===== config.mk =====
export PLATFORM = sky130hd
export DESIGN_NAME = gpio_smi_port
export DESIGN_NICKNAME = d
export VERILOG_FILES = /design/src/rtl/gpio_smi_pkg.sv /design/src/rtl/gpio_sync.sv /design/src/rtl/gpio_debounce.sv /design/src/rtl/gpio_smi_port.sv
export SDC_FILE = /design/constraint.sdc
export NUM_CORES = 1
export LEC_CHECK = 0
export ABC_CLOCK_PERIOD_IN_PS = 2000
export BUFFER_PORTS_ARGS = -buffer_cell sky130_fd_sc_hd__buf_2
export CORE_MARGIN = 4
export CORE_UTILIZATION = 53
export DETAILED_ROUTE_END_ITERATION = 10
export HOLD_SLACK_MARGIN = 0.1
export PLACE_DENSITY = 0.84
export REMOVE_ABC_BUFFERS = 1
export SLEW_MARGIN = 10
export SYNTH_ARGS = -nofsm -noshare
export SYNTH_HDL_FRONTEND = slang
export SYNTH_SLANG_ARGS = --single-unit

===== constraint.sdc =====
create_clock -name clk_i -period 2 [get_ports clk_i]
set_clock_uncertainty 0.05 [all_clocks]
set_input_delay 0.6 -clock clk_i [delete_from_list [all_inputs] [get_ports clk_i]]
set_output_delay 0.6 -clock clk_i [all_outputs]
set_load 0.05 [all_outputs]

===== src/rtl/gpio_smi_pkg.sv =====
package gpio_smi_pkg;
  localparam int unsigned REG_W = 8;
  localparam int unsigned ADDR_W = 2;

  typedef enum logic [ADDR_W-1:0] {
    ADDR_CFG  = 2'd0,
    ADDR_DATA = 2'd1,
    ADDR_STAT = 2'd2,
    ADDR_RSV  = 2'd3
  } reg_addr_e;

  localparam int unsigned STAT_SMI_BIT = 0;
endpackage


===== src/rtl/gpio_sync.sv =====
module gpio_sync #(
  parameter int unsigned WIDTH = 3
) (
  input  logic             clk_i,
  input  logic             rst_ni,
  input  logic [WIDTH-1:0] async_i,
  output logic [WIDTH-1:0] sync_o
);
  logic [WIDTH-1:0] meta_q, sync_q;

  always_ff @(posedge clk_i or negedge rst_ni) begin
    if (!rst_ni) begin
      meta_q <= '0;
      sync_q <= '0;
    end else begin
      meta_q <= async_i;
      sync_q <= meta_q;
    end
  end

  assign sync_o = sync_q;
endmodule


===== src/rtl/gpio_debounce.sv =====
module gpio_debounce #(
  parameter int unsigned DB_CYCLES = 31
) (
  input  logic clk_i,
  input  logic rst_ni,
  input  logic sync_i,
  input  logic bypass_i,
  output logic level_o,
  output logic chg_o
);
  localparam int unsigned CNT_W = $clog2(DB_CYCLES + 1);
  localparam logic [CNT_W-1:0] CNT_LAST = CNT_W'(DB_CYCLES - 1);

  logic             level_q;
  logic [CNT_W-1:0] cnt_q;
  logic             differ;

  assign differ = sync_i ^ level_q;
  // chg_o marks the cycle whose closing edge adopts the new level
  assign chg_o  = differ & (bypass_i | (cnt_q == CNT_LAST));

  always_ff @(posedge clk_i or negedge rst_ni) begin
    if (!rst_ni) begin
      level_q <= 1'b0;
      cnt_q   <= '0;
    end else if (!differ || chg_o) begin
      cnt_q <= '0;
      if (chg_o) level_q <= sync_i;
    end else begin
      cnt_q <= cnt_q + 1'b1;
    end
  end

  assign level_o = level_q;
endmodule


===== src/rtl/gpio_smi_port.sv =====
module gpio_smi_port
  import gpio_smi_pkg::*;
#(
  parameter int unsigned CLK_FREQ_HZ  = 1_000_000,
  parameter int unsigned DEBOUNCE_US  = 31,
  parameter int unsigned NUM_PINS     = 3,
  parameter int unsigned NUM_SMI_PINS = 2
) (
  input  logic                    clk_i,
  input  logic                    rst_ni,
  input  logic [ADDR_W-1:0]       addr_i,
  input  logic                    wr_en_i,
  input  logic [REG_W-1:0]        wdata_i,
  output logic [REG_W-1:0]        rdata_o,
  input  logic [NUM_PINS-1:0]     pad_in_i,
  output logic [NUM_PINS-1:0]     pad_out_o,
  output logic [NUM_PINS-1:0]     pad_oe_o,
  output logic                    smi_o,
  output logic [NUM_SMI_PINS-1:0] wake_evt_o
);
  localparam int unsigned CYC_PER_US = (CLK_FREQ_HZ + 999_999) / 1_000_000;
  localparam int unsigned DB_RAW     = CYC_PER_US * DEBOUNCE_US;
  localparam int unsigned DB_CYCLES  = (DB_RAW < 1) ? 1 : DB_RAW;
  localparam int unsigned SMI_LSB    = NUM_PINS;
  localparam int unsigned DB_EN_BIT  = NUM_PINS + NUM_SMI_PINS;

  logic [NUM_PINS-1:0]     dir_q, out_q;
  logic [NUM_SMI_PINS-1:0] smi_en_q;
  logic                    db_en_q;
  logic                    smi_q;

  logic [NUM_PINS-1:0]     pad_sync, level, chg;
  logic                    wr_cfg, wr_data, wr_stat, smi_set, smi_clr;

  assign wr_cfg  = wr_en_i && (addr_i == ADDR_CFG);
  assign wr_data = wr_en_i && (addr_i == ADDR_DATA);
  assign wr_stat = wr_en_i && (addr_i == ADDR_STAT);

  gpio_sync #(.WIDTH(NUM_PINS)) i_sync (
    .clk_i   (clk_i),
    .rst_ni  (rst_ni),
    .async_i (pad_in_i),
    .sync_o  (pad_sync)
  );

  for (genvar p = 0; p < NUM_PINS; p++) begin : g_pin
    logic bypass;
    if (p < NUM_SMI_PINS) begin : g_sel
      assign bypass = ~db_en_q;
    end else begin : g_fixed
      assign bypass = 1'b0;
    end
    gpio_debounce #(.DB_CYCLES(DB_CYCLES)) i_db (
      .clk_i    (clk_i),
      .rst_ni   (rst_ni),
      .sync_i   (pad_sync[p]),
      .bypass_i (bypass),
      .level_o  (level[p]),
      .chg_o    (chg[p])
    );
  end

  always_ff @(posedge clk_i or negedge rst_ni) begin
    if (!rst_ni) begin
      dir_q    <= '0;
      smi_en_q <= '0;
      db_en_q  <= 1'b0;
    end else if (wr_cfg) begin
      dir_q    <= wdata_i[NUM_PINS-1:0];
      smi_en_q <= wdata_i[SMI_LSB +: NUM_SMI_PINS];
      db_en_q  <= wdata_i[DB_EN_BIT];
    end
  end

  always_ff @(posedge clk_i or negedge rst_ni) begin
    if (!rst_ni) out_q <= '0;
    else if (wr_data) out_q <= (out_q & ~dir_q) | (wdata_i[NUM_PINS-1:0] & dir_q);
  end

  // events on input pads: SMI when enabled, else general routing
  logic [NUM_SMI_PINS-1:0] in_evt;
  assign in_evt     = chg[NUM_SMI_PINS-1:0] & ~dir_q[NUM_SMI_PINS-1:0];
  assign smi_set    = |(in_evt & smi_en_q);
  assign wake_evt_o = in_evt & ~smi_en_q;
  assign smi_clr    = wr_stat && wdata_i[STAT_SMI_BIT];

  always_ff @(posedge clk_i or negedge rst_ni) begin
    if (!rst_ni) smi_q <= 1'b0;
    else if (smi_set) smi_q <= 1'b1;
    else if (smi_clr) smi_q <= 1'b0;
  end

  always_comb begin
    rdata_o = '0;
    unique case (addr_i)
      ADDR_CFG: begin
        rdata_o[NUM_PINS-1:0]               = dir_q;
        rdata_o[SMI_LSB +: NUM_SMI_PINS]    = smi_en_q;
        rdata_o[DB_EN_BIT]                  = db_en_q;
      end
      ADDR_DATA: rdata_o[NUM_PINS-1:0]      = (out_q & dir_q) | (level & ~dir_q);
      ADDR_STAT: rdata_o[STAT_SMI_BIT]      = smi_q;
      default:   rdata_o                    = '0;
    endcase
  end

  assign pad_out_o = out_q;
  assign pad_oe_o  = dir_q;
  assign smi_o     = smi_q;
endmodule


==> Yosys cells after proc, flatten, opt, wreduce, memory -nomap -nowiden <==
Cells that the tools add are included.
{ "op_classes": {"n_addsub": 3, "n_eq_ne": 5, "mux": 8, "n_bitwise": 21, "reduce_logical": 16} }
{ "op_table": {"columns": ["cell", "count"], "rows": [
  ["adder 5 x 1 -> 5 bit (second input constant)", 3],
  ["== test 5 bit (second input constant)", 3],
  ["two-way mux 5 bit", 3],
  ["bitwise AND 3 bit", 4],
  ["bitwise AND 2 bit", 3],
  ["bitwise OR 3 bit", 2],
  ["AND reduction 2 bit", 3],
  ["logical AND 1 bit", 4],
  ["NOT 2 bit", 2],
  ["one-hot mux 2 bit (2 select lines)", 1],
  ["bitwise AND 1 bit", 3],
  ["zero test 1 bit", 3],
  ["logical OR 1 bit", 3],
  ["two-way mux 3 bit", 1],
  ["NOT 3 bit", 1],
  ["one-hot mux 1 bit (3 select lines)", 1],
  ["bitwise XOR 1 bit", 3],
  ["== test 2 x 1 -> 1 bit (second input constant)", 1],
  ["== test 2 bit (second input constant)", 1],
  ["zero test 2 bit", 1],
  ["two-way mux 1 bit", 2],
  ["bitwise OR 1 bit", 2],
  ["nonzero test 2 bit", 1],
  ["OR reduction 2 bit", 1],
  ["NOT 1 bit", 1]
]} }
{ "totals": {"reg_bits": 34, "inputBits": 16, "output_inout_bits": 17, "word_cells": 66} }

==> Longest topological paths before layout <==
{ "depth": {"depth_word": 7, "depth_mapped": 5, "ltp_nobuf": 5} }

==> Modules after synthesis <==
From an unflattened synthesis, not the netlist that was laid out.
{ "unflattened": {"cells_unflattened": 127, "hier_area_um2": 1585.3} }
{ "by_module_without_submodules": {"columns": ["module", "n_inst", "cells_per_inst", "area_each_um2", "seq_area_each_um2"], "rows": [
  ["gpio_debounce", 3, 24, 286.5, 150.1],
  ["gpio_smi_port", 1, 49, 575.6, 250.2],
  ["gpio_sync", 1, 6, 150.1, 150.1]
]} }

==> Worst setup path after synthesis <==
Ideal clock, no wire load.
{ "synth_path": {"path_kind": "register to output", "start": "reg g_pin[0].i_db.cnt_q[0]", "end": "out wake_evt_o[0]", "arrival_time_ps": 3244, "t_required_ps": 1350, "slack_ps": -1894, "stages_incl_launch_ff": 5, "path_buffers": 0, "path_cell_list": "dfrtp_1 -> inv_1 -> ha_1 -> nand4_2 -> a2111oi_0"} }
{ "synth_via": {"elab_chain_cells": 5} }
{ "synth_lines": {"columns": ["element", "line", "text"], "rows": [
  ["start: declaration", "gpio_debounce.sv:15", "logic [CNT_W-1:0] cnt_q;"],
  ["start signal: assignment", "gpio_debounce.sv:30", "cnt_q <= cnt_q + 1'b1;"],
  ["== test 5 bit", "gpio_debounce.sv:20", "assign chg_o = differ & (bypass_i | (cnt_q == CNT_LAST));"],
  ["bitwise OR 1 bit", "gpio_debounce.sv:20", null],
  ["bitwise AND 1 bit", "gpio_debounce.sv:20", null],
  ["bitwise AND 2 bit", "gpio_smi_port.sv:82", "assign in_evt = chg[NUM_SMI_PINS-1:0] & ~dir_q[NUM_SMI_PINS-1:0];"],
  ["bitwise AND 2 bit", "gpio_smi_port.sv:84", "assign wake_evt_o = in_evt & ~smi_en_q;"],
  ["end: declaration", "gpio_smi_port.sv:19", "output logic [NUM_SMI_PINS-1:0] wake_evt_o"]
]} }
Every way passes these cells.

==> Worst setup path after layout <==
{ "layout_path": {"start": "reg g_pin[1].i_db.cnt_q[0]", "end": "out wake_evt_o[1]"} }
{ "layout_via": {"elab_chain_cells": 5} }
{ "layout_lines": {"columns": ["element", "line"], "rows": [
  ["start: declaration", "gpio_debounce.sv:15"],
  ["start signal: assignment", "gpio_debounce.sv:30"],
  ["== test 5 bit", "gpio_debounce.sv:20"],
  ["bitwise OR 1 bit", "gpio_debounce.sv:20"],
  ["bitwise AND 1 bit", "gpio_debounce.sv:20"],
  ["bitwise AND 2 bit", "gpio_smi_port.sv:82"],
  ["bitwise AND 2 bit", "gpio_smi_port.sv:84"]
]} }
Every way passes these cells.

==> flow_metrics.tcl <==
set metrics [dict create \
    status "complete, but fails checks" \
    violations "setup timing" \
    cts_max_level 2 \
    track_usage 0.186 \
    min_path_type "primary input to asynchronous set/reset pin" \
    vdd_drop_max_mv 0.467 \
    rr_endpoint "g_pin[1].i_db.level_o" \
    pwr-share-clk 0.196 \
    dp.cells 194 \
    p_int_w 0.00123 \
    std_cell_rows 19 \
    die_h_um 62.5 \
    finalCritPeriodShare 1.23 \
    hold_slack_ns 0.267 \
    vias_per_cell 5.60 \
    finalHoldViolCount 0 \
    async_flop_share 1.00 \
    via_count 1188 \
    yosys.cell_types.count 33 \
    root_buffer "clkbuf_4" \
    insertion_delay_ns 0.34 \
    start_util 0.562 \
    cts_hold_buffers 0 \
    drive_above_1_share 0.448 \
    power.total_w 0.00198 \
    cts_tree "yes" \
    num_io_pins 33 \
    power.density_mw_per_mm2 982 \
    cts_buffer_depth 2 \
    numClockSinks 34 \
    grt_max_degree 35 \
    clk_pin_slew_worst_paths_ns 0.10 \
    fin_ws_ns -0.452 \
    slew_headroom 0.510 \
    synth_flop_cell "dfrtp_1" \
    wire_per_inst_um 17.4 \
    overflow 0 \
    worst_setup_path_start_kind "flop" \
    core_mm2 0.00281 \
    arrival_ns 1.80 \
    instances_no_fill 212 \
    comb_power_share 0.367 \
    dp_hpwl_um 2240 \
    yosys_register_bits 34 \
    rsz0062_at_grt "true" \
    seqPwrFrac 0.437 \
    ant_nets 0 \
    syn_inst 130 \
    grt_pass1_wl_um 5690 \
    reg2regPathDepth 8 \
    drt_first_iter_violations 111 \
    slew_violations 0 \
    r2r_start "g_pin[1].i_db.cnt_q[0]" \
    r2r_setup_slack_ns 0.29 \
    synth.avg_cell_area_um2 12.1 \
    crit_type "flop to output port" \
    die-area_mm2 0.00391 \
    fmax_mhz 408 \
    route.detailed.drc 0 \
    period_needed_ns 2.45 \
    synth_edf_count 0 \
    setup_viol 4 \
    p_sw_frac 0.379 \
    antenna-diode-count 0 \
    nets 202 \
    timing.max_cap.violations 0 \
    netlist_area_mm2 0.00158 \
    antenna_found_initial 0 \
    die_x_um 62.5 \
    io_buffer_count 28 \
    dr.pass1.iters 4 \
    cts_buffers 5 \
    grt_pass1_vias 1203 \
    yosysWarnings 0 \
    tightest_slew_ns 0.735 \
    crit_fanout 2 \
    wl_um 3680 \
    endpoint_kind "output port" \
    leakagePower_nw 0.992 \
    area_growth_pct 28.1 \
    critPathRequiredTime_ns 1.35 \
    synth_seq_area_share 0.540 \
    p_switching_w 0.000752 \
    gp_congestion 0.844 \
]
==> sequential cells by signal, indices dropped and copies added (netlist names), named ones only <==
name and cells:
smi_o 1, smi_en_q 2, g_pin.i_db.level_o 3, i_sync.meta_q 3, pad_oe_o 3, i_sync.sync_o 3, g_pin.i_db.cnt_q 15, db_en_q 1
==> placed cells by master, fill, tap and decap left out, drive strengths merged <==
cell / n
buf: 47
inv: 6
a311oi: 1
nand3b: 3
nor2: 16
mux2i: 1
and3b: 2
a21oi: 4
nor2b: 1
a2111oi: 2
xnor2: 5
nand2: 5
xor2: 7
dfrtp: 34
and2: 3
nor3: 1
o22ai: 1
ha: 6
a221o: 1
clkbuf: 8
nand4: 4
clkinv: 1
mux2: 11
o21ai: 1
nand3: 6
a31o: 1
conb: 2
a211oi: 1
==> metal layers <==
metal | GRT usage | wire length, um
met5 | 0 | 0
met4 | 0.0826 | 87
met3 | 0.0540 | 222
met2 | 0.316 | 1790
met1 | 0.219 | 1580
==> per-stage QoR <==
stage,setup TNS [ns],cell area (um2),worst slack [ns],utilization
final,-0.953,2020,-0.452,0.719
after detailed placement,-0.461,1780,-0.181,0.636
after global placement,-0.266,1780,-0.106,0.636
after global routing,-1.24,2020,-0.577,0.719
after floorplan,-3.95,1530,-1.89,-
after CTS,-0.679,1930,-0.334,0.686
==> cells in the mapped netlist, types with 2 or more instances <==
| library cell | number | area share |
|---|---|---|
| a21oi_1 | 4 | 0.013 |
| and2_1 | 3 | 0.012 |
| buf_4 | 3 | 0.014 |
| buf_6 | 2 | 0.014 |
| dfrtp_1 | 34 | 0.54 |
| ha_1 | 6 | 0.048 |
| inv_1 | 6 | 0.014 |
| mux2_2 | 3 | 0.021 |
| mux2_4 | 8 | 0.076 |
| nand2_1 | 5 | 0.012 |
| nand3_1 | 6 | 0.019 |
| nand3b_1 | 3 | 0.014 |
| nand4_1 | 3 | 0.012 |
| nor2_1 | 15 | 0.036 |
| xnor2_1 | 5 | 0.028 |
| xor2_1 | 7 | 0.039 |
==> power by group through the flow <==
stage,sequential [W],combinational (W),clock (W)
3_3_place_gp,0.000862,0.000585,0
3_5_place_dp,0.000872,0.000606,0
6_report,0.000867,0.000727,0.000388
5_1_grt,0.000879,0.000769,0.000441
4_1_cts,0.000860,0.000659,0.000398
2_1_floorplan,0.00101,0.000278,0
==> repair_timing <==
item / in CTS / in global routing
pin swaps: 3 / 4
buffers inserted: 3 / 7
endpoints found under the setup margin: 5 / 7
gates resized for setup: 18 / 12
==> critical path: stages (launching register included) <==
cell and delay, ns:
dfrtp_1 0.40, inv_1 0.06, ha_1 0.13, nand4_1 0.16
a211oi_2 0.35, nor2b_4 0.22, buf_8 0.15
==> how the worst max path moves through the flow <==
stage                           start            end  slack, ns  depth (start not counted)
2_1_floorplan  g_pin[0].i_db.cnt_q[0]  wake_evt_o[0]      -1.89                          4
3_3_place_gp   g_pin[0].i_db.cnt_q[0]  wake_evt_o[0]      -0.11                          5
3_5_place_dp   g_pin[0].i_db.cnt_q[0]  wake_evt_o[0]      -0.18                          5
4_1_cts        g_pin[1].i_db.cnt_q[0]  wake_evt_o[1]      -0.33                          6
5_1_grt        g_pin[1].i_db.cnt_q[0]  wake_evt_o[1]      -0.58                          6
6_report       g_pin[1].i_db.cnt_q[0]  wake_evt_o[1]      -0.45                          6
==> cell families after synthesis <==
group,share of synthesized area
simple gates,0.136
flops,0.540
compound gates,0.0572
xor+xnor,0.0667
mux,0.104
buf+inv,0.0461
fa+ha+maj,0.0477
other cells,0.00238
==> final cells by class <==
class	instances	area, um2
well taps	31	38.8
multi-input cells	85	712
repair buffers	48	329
clock buffers	7	55.1
fillers	157	787
flip-flops and latches	34	856
clock inverters	1	5.00
inverters	6	22.5
Note: power is estimated with default switching activity, not from simulation.
